==> src/rtl/wovf_pkg.sv <==
`timescale 1ns/1ps
package wovf_pkg;
  // One-hot spill size reported on an overflow
  typedef enum logic [2:0] {
    OVF_NONE = 3'b000,
    OVF_4    = 3'b001,
    OVF_8    = 3'b010,
    OVF_12   = 3'b100
  } ovf_kind_e;
endpackage

==> src/rtl/wovf_scan.sv <==
`timescale 1ns/1ps
// Parallel circular look-ahead: nearest live frame within reach
module wovf_scan #(
  parameter int GROUPS  = 16,
  parameter int BASE_W  = 4,
  parameter int CNT_W   = 2,
  parameter int MAX_REQ = 3
) (
  input  logic [BASE_W-1:0] base,
  input  logic [GROUPS-1:0] start,
  input  logic [CNT_W-1:0]  count,
  output logic              hit,
  output logic [CNT_W-1:0]  offset,
  output logic [BASE_W-1:0] frame
);
  logic [MAX_REQ:1]  cand;
  logic [BASE_W-1:0] idx [MAX_REQ:1];

  for (genvar k = 1; k <= MAX_REQ; k++) begin : g_off
    // group count is a power of two, so the adder wraps for free
    assign idx[k]  = base + BASE_W'(k);
    assign cand[k] = start[idx[k]] && (CNT_W'(k) <= count);
  end

  always_comb begin
    hit    = 1'b0;
    offset = '0;
    frame  = '0;
    // walk from the far end so the nearest candidate wins
    for (int k = MAX_REQ; k >= 1; k--) begin
      if (cand[k]) begin
        hit    = 1'b1;
        offset = CNT_W'(k);
        frame  = idx[k];
      end
    end
  end
endmodule

==> src/rtl/wovf_classify.sv <==
`timescale 1ns/1ps
// Spill size from the two start bits beyond the live frame
module wovf_classify
  import wovf_pkg::*;
#(
  parameter int GROUPS = 16,
  parameter int BASE_W = 4
) (
  input  logic [GROUPS-1:0] start,
  input  logic [BASE_W-1:0] frame,
  output ovf_kind_e         kind
);
  logic [BASE_W-1:0] next1, next2;

  assign next1 = frame + BASE_W'(1);
  assign next2 = frame + BASE_W'(2);

  always_comb begin
    if (start[next1])      kind = OVF_4;
    else if (start[next2]) kind = OVF_8;
    else                   kind = OVF_12;
  end
endmodule

==> src/rtl/wovf_detector.sv <==
`timescale 1ns/1ps
module wovf_detector
  import wovf_pkg::*;
#(
  parameter int NUM_AREGS = 64,
  parameter int PC_W      = 32,
  parameter int MAX_REQ   = 3,
  localparam int GROUPS   = NUM_AREGS / 4,
  localparam int BASE_W   = $clog2(GROUPS),
  localparam int CNT_W    = $clog2(MAX_REQ + 1)
) (
  input  logic              clk,
  input  logic              rst_n,
  input  logic              chk_valid,
  input  logic [BASE_W-1:0] win_base,
  input  logic [GROUPS-1:0] win_start,
  input  logic [CNT_W-1:0]  req_count,
  input  logic              ovf_enable,
  input  logic              exc_mode,
  input  logic [PC_W-1:0]   cur_pc,
  output logic              res_valid,
  output logic [CNT_W-1:0]  rotate_by,
  output logic [BASE_W-1:0] old_base,
  output logic              set_exc_mode,
  output logic [PC_W-1:0]   saved_pc,
  output logic [2:0]        exc_sel
);
  logic              scan_hit;
  logic [CNT_W-1:0]  scan_off;
  logic [BASE_W-1:0] scan_frame;
  ovf_kind_e         frame_kind;
  logic              armed, fire;

  wovf_scan #(
    .GROUPS(GROUPS), .BASE_W(BASE_W), .CNT_W(CNT_W), .MAX_REQ(MAX_REQ)
  ) u_scan (
    .base(win_base), .start(win_start), .count(req_count),
    .hit(scan_hit), .offset(scan_off), .frame(scan_frame)
  );

  wovf_classify #(
    .GROUPS(GROUPS), .BASE_W(BASE_W)
  ) u_class (
    .start(win_start), .frame(scan_frame), .kind(frame_kind)
  );

  assign armed = ovf_enable && !exc_mode;
  assign fire  = chk_valid && armed && scan_hit;

  always_ff @(posedge clk) begin
    if (!rst_n) begin
      res_valid    <= 1'b0;
      rotate_by    <= '0;
      old_base     <= '0;
      set_exc_mode <= 1'b0;
      saved_pc     <= '0;
      exc_sel      <= '0;
    end else begin
      res_valid    <= chk_valid;
      set_exc_mode <= fire;
      rotate_by    <= fire ? scan_off : '0;
      old_base     <= fire ? win_base : '0;
      saved_pc     <= fire ? cur_pc   : '0;
      exc_sel      <= fire ? frame_kind : OVF_NONE;
    end
  end
endmodule

==> config.mk <==
export PLATFORM = sky130hd
export DESIGN_NAME = wovf_detector
export DESIGN_NICKNAME = d
export VERILOG_FILES = /design/src/rtl/wovf_pkg.sv /design/src/rtl/wovf_scan.sv /design/src/rtl/wovf_classify.sv /design/src/rtl/wovf_detector.sv
export SDC_FILE = /design/constraint.sdc
export NUM_CORES = 1
export LEC_CHECK = 0
export ABC_AREA = 0
export BUFFER_PORTS_ARGS = -buffer_cell sky130_fd_sc_hd__buf_2
export CORE_ASPECT_RATIO = 0.7
export CORE_UTILIZATION = 50
export DETAILED_ROUTE_END_ITERATION = 7
export MAX_ROUTING_LAYER = met4
export PLACE_DENSITY = 0.79
export SLEW_MARGIN = 30
export SYNTH_ARGS = -nofsm -noshare
export SYNTH_HDL_FRONTEND = slang
export SYNTH_SLANG_ARGS = --single-unit
==> constraint.sdc <==
create_clock -name clk -period 7.6 [get_ports clk]
set_input_delay 1.52 -clock clk [delete_from_list [all_inputs] [get_ports clk]]
set_output_delay 1.52 -clock clk [all_outputs]
set_load 0.01 [all_outputs]
==> results.toml <==
[layout]
layout-area-overhead-vs-synth_pct = 19.9
insertedDiodeCount = 0
final_layout_size_suffix_gt1_share_pct = 32.9
layout.filler_cells = 503
ff_latch_area_sq_um = 861
final_nets = 498
footprint_of_the_multi_input_gates_sq_um = 2010

[logic_synthesis]
synth_warnings = 0
post-synth-top-area-cell = "sky130_fd_sc_hd__dfxtp_1"
muxShareOfSynthArea_pct = 10.5
synthAdderAreaFrac_pct = 2.44
synthArstFlopShare_pct = 0
synth_top_cell_area_share_pct = 28.0
sequential_fraction_of_the_synthesis_area_pct = 28.0
post_synth_inst_count = 343
yosys-top-cells-area = "sky130_fd_sc_hd__dfxtp_1, sky130_fd_sc_hd__and2_1, sky130_fd_sc_hd__mux4_2, sky130_fd_sc_hd__mux2i_1, sky130_fd_sc_hd__o211ai_1"
synth.net_count = 408
synth_top_cells_by_count = "sky130_fd_sc_hd__dfxtp_1, sky130_fd_sc_hd__and2_1, sky130_fd_sc_hd__nand2_1, sky130_fd_sc_hd__nor2_1, sky130_fd_sc_hd__a21oi_1"
count_of_flip_flops_with_a_built_in_enable_after_synthesis = 0
ys_types = 74
fraction_of_the_mapped_netlist_area_in_compound_gates_pct = 24.4
postSynth.topFlopCell = "sky130_fd_sc_hd__dfxtp_1"
synth_xor_area_share_pct = 3.34
dominant_combinational_cell_family_by_area_after_synthesis = "simple AND/OR/NAND/NOR gates"
syn_area_per_cell_sq_um = 8.96
ys_seq_elements = 43
synthSimpleGateAreaFrac_pct = 24.7
synth.cell_area_sq_um = 3070
yosysMostFrequentCell = "sky130_fd_sc_hd__dfxtp_1"

[floorplan]
floorplan.io_pins = 102
effective_utilization_at_floorplan_pct = 52.9
die_width_um = 95.7
die-area_sq_um = 6470
core_area_sq_um = 5810
floorplan.rows = 23
dieHeight_um = 67.6

[global_routing]
grt_pass1_vias = 2806
overflow = 0
grt_usage_pct = 29.4
antenna_violations_before_repair = 0
pin_count_of_the_biggest_net_entering_global_routing = 54
first_pass_grt_wire_length_um = 14100

[worst_setup_path]
arrival_ns = 6.14
max_stage_delay_ns = 0.81
timing.critical_path.fanout_max = 19
worstPathRequired_ns = 7.83
slowest_stage = "sky130_fd_sc_hd__ha_1"
critical_path.n_buffers_inverters = 4
path_cells = "buf_2 > inv_1 > ha_1 > mux4_2 > mux2i_2 > a2111oi_4 > buf_4 > nand2_1 > o21ai_2 > inv_1 > ha_1 > mux4_1 > a32oi_1 > o2111ai_1 > a211o_1 > a21boi_1"
setup.worst_path.class = "in -> reg"
crit_family = "compound AO/OA/AOI/OAI gates"
setup.worst_path.start_class = "input port"
setup.worst_path.end_class = "flop"

[sta]
setup_ws_ns = 1.69
timing_max_transition_violations_final = 0
post_route_clock_period_utilization_pct = 77.8
worst_margin_pin_slew_ns = 0.842
worst_slew_margin_rel_pct = 43.3
fin_worst_hold_slack_ns = 1.42
rsz0062_at_grt = "false"
timing.setup.tns_ns = 0
period_minus_slack_ns = 5.91
max_freq_mhz = 169
hold_violations = 0
timing.final.setup_violations = 0

[clocking]
tritoncts.num_buffers = 5
cts_max_level = 2
tritoncts_num_sinks = 43
clock_tree.root_cell = "sky130_fd_sc_hd__clkbuf_8"
ctsResizeCount = 0
cts_setup_buffers = 0
cts-hold-fix-buffers = 0
tritoncts = "yes"
clock_tree.buffer_depth = 2
clkSlewWorstSetupHoldPaths_ns = 0.08

[power_and_ir_drop]
power.share.clock_pct = 26.5
power.internal_mw = 0.460
pwr_density_cell_nw_per_um2 = 193
share_seq_of_total_power_pct = 32.5
switching_power_mw = 0.250
power.share.combinational_pct = 41.0
peak_supply_drop_mv = 0.0956
power_leakage_nw = 1.65
swShare_pct = 35.2

[placement]
dp_hpwl_um = 6760
count_of_buffers_from_port_buffering = 101
gpl.final_weighted_congestion = 0.981
dp_worst_setup_slack_ns = 1.46

[routing]
wl_per_cell_um = 18.1
vias = 3149
drt-pass1-iter-count = 5
drt_iter0_drc = 374
route.detailed.drc = 0
wirelength_um = 9230
vias_per_inst = 6.19
antenna_violating_nets_post_route = 0

[job]
drv.max_cap_violation_count = 0

[outcome]
outcome = "finished clean"

[worst_hold_path]
holdCritPathClass = "in -> reg"
[path summary, 6_finish.rpt]
check | depth (start not counted) | end | start | slack (ns)
hold / removal | 2 | saved_pc[28]$_SDFF_PN0_ | cur_pc[28] | 1.42
setup / recovery | 16 | exc_sel[1]$_SDFF_PP0_ | win_base[1] | 1.69
[kinds of logic after synthesis]
family                   after synthesis
AO/OA/AOI/OAI                         93
buffers and inverters                 36
multiplexers                          22
XOR/XNOR                              10
flip-flops                            43
adder cells (fa/ha/maj)                6
AND/OR/NAND/NOR                      133
[power groups by stage]
stage	logic (mW)	registers, mW	clock network [mW]
4_1_cts	0.283	0.231	0.192
3_5_place_dp	0.282	0.236	0
5_1_grt	0.311	0.231	0.201
3_3_place_gp	0.281	0.236	0
6_report	0.291	0.231	0.188
2_1_floorplan	0.213	0.239	0
[state kept, by name, summed over array words and instances, names as in the netlist]
name          count
exc_sel           3
old_base          4
res_valid         1
saved_pc         32
set_exc_mode      1
rotate_by         2
[area by class of cell]
class	instances	area share [%]
timing repair buffer	107	14.9
clock inverter	2	1.05
multi-input combinational	264	54.6
tap	75	2.55
clock buffer	6	2.24
sequential	43	23.4
inverter	12	1.22
[stage by stage]
stage | total power [mW] | std cells | area [sq um] | utilization [%]
detailed placement | 0.518 | 501 | 3560 | 61.3
floorplan | 0.452 | 343 | 3070 | -
CTS | 0.706 | 509 | 3680 | 63.4
global placement | 0.517 | 501 | 3560 | 61.3
global route | 0.743 | 509 | 3680 | 63.4
finish | 0.710 | 509 | 3680 | 63.4
[layer usage]
layer / GRT usage, % / part of all wire (%)
met1: 40.8 / 43
met4: 7.84 / 2.4
met5: - / 0
met3: 7.88 / 12
met2: 42.1 / 43
[layout by cell type, fill, tap and decap left out, types with 6 or more instances in the layout]
cell type	n
sky130_fd_sc_hd__nand4_1	6
sky130_fd_sc_hd__a211o_1	9
sky130_fd_sc_hd__o211ai_1	13
sky130_fd_sc_hd__nand2_1	23
sky130_fd_sc_hd__mux2i_1	10
sky130_fd_sc_hd__nor3_1	6
sky130_fd_sc_hd__nor2_1	19
sky130_fd_sc_hd__a21oi_1	14
sky130_fd_sc_hd__ha_1	6
sky130_fd_sc_hd__and2_1	36
sky130_fd_sc_hd__clkbuf_8	6
sky130_fd_sc_hd__buf_2	101
sky130_fd_sc_hd__buf_4	6
sky130_fd_sc_hd__inv_1	11
sky130_fd_sc_hd__mux4_2	6
sky130_fd_sc_hd__dfxtp_1	43
sky130_fd_sc_hd__nand3_1	13
Power figures use the tool's default switching activity.
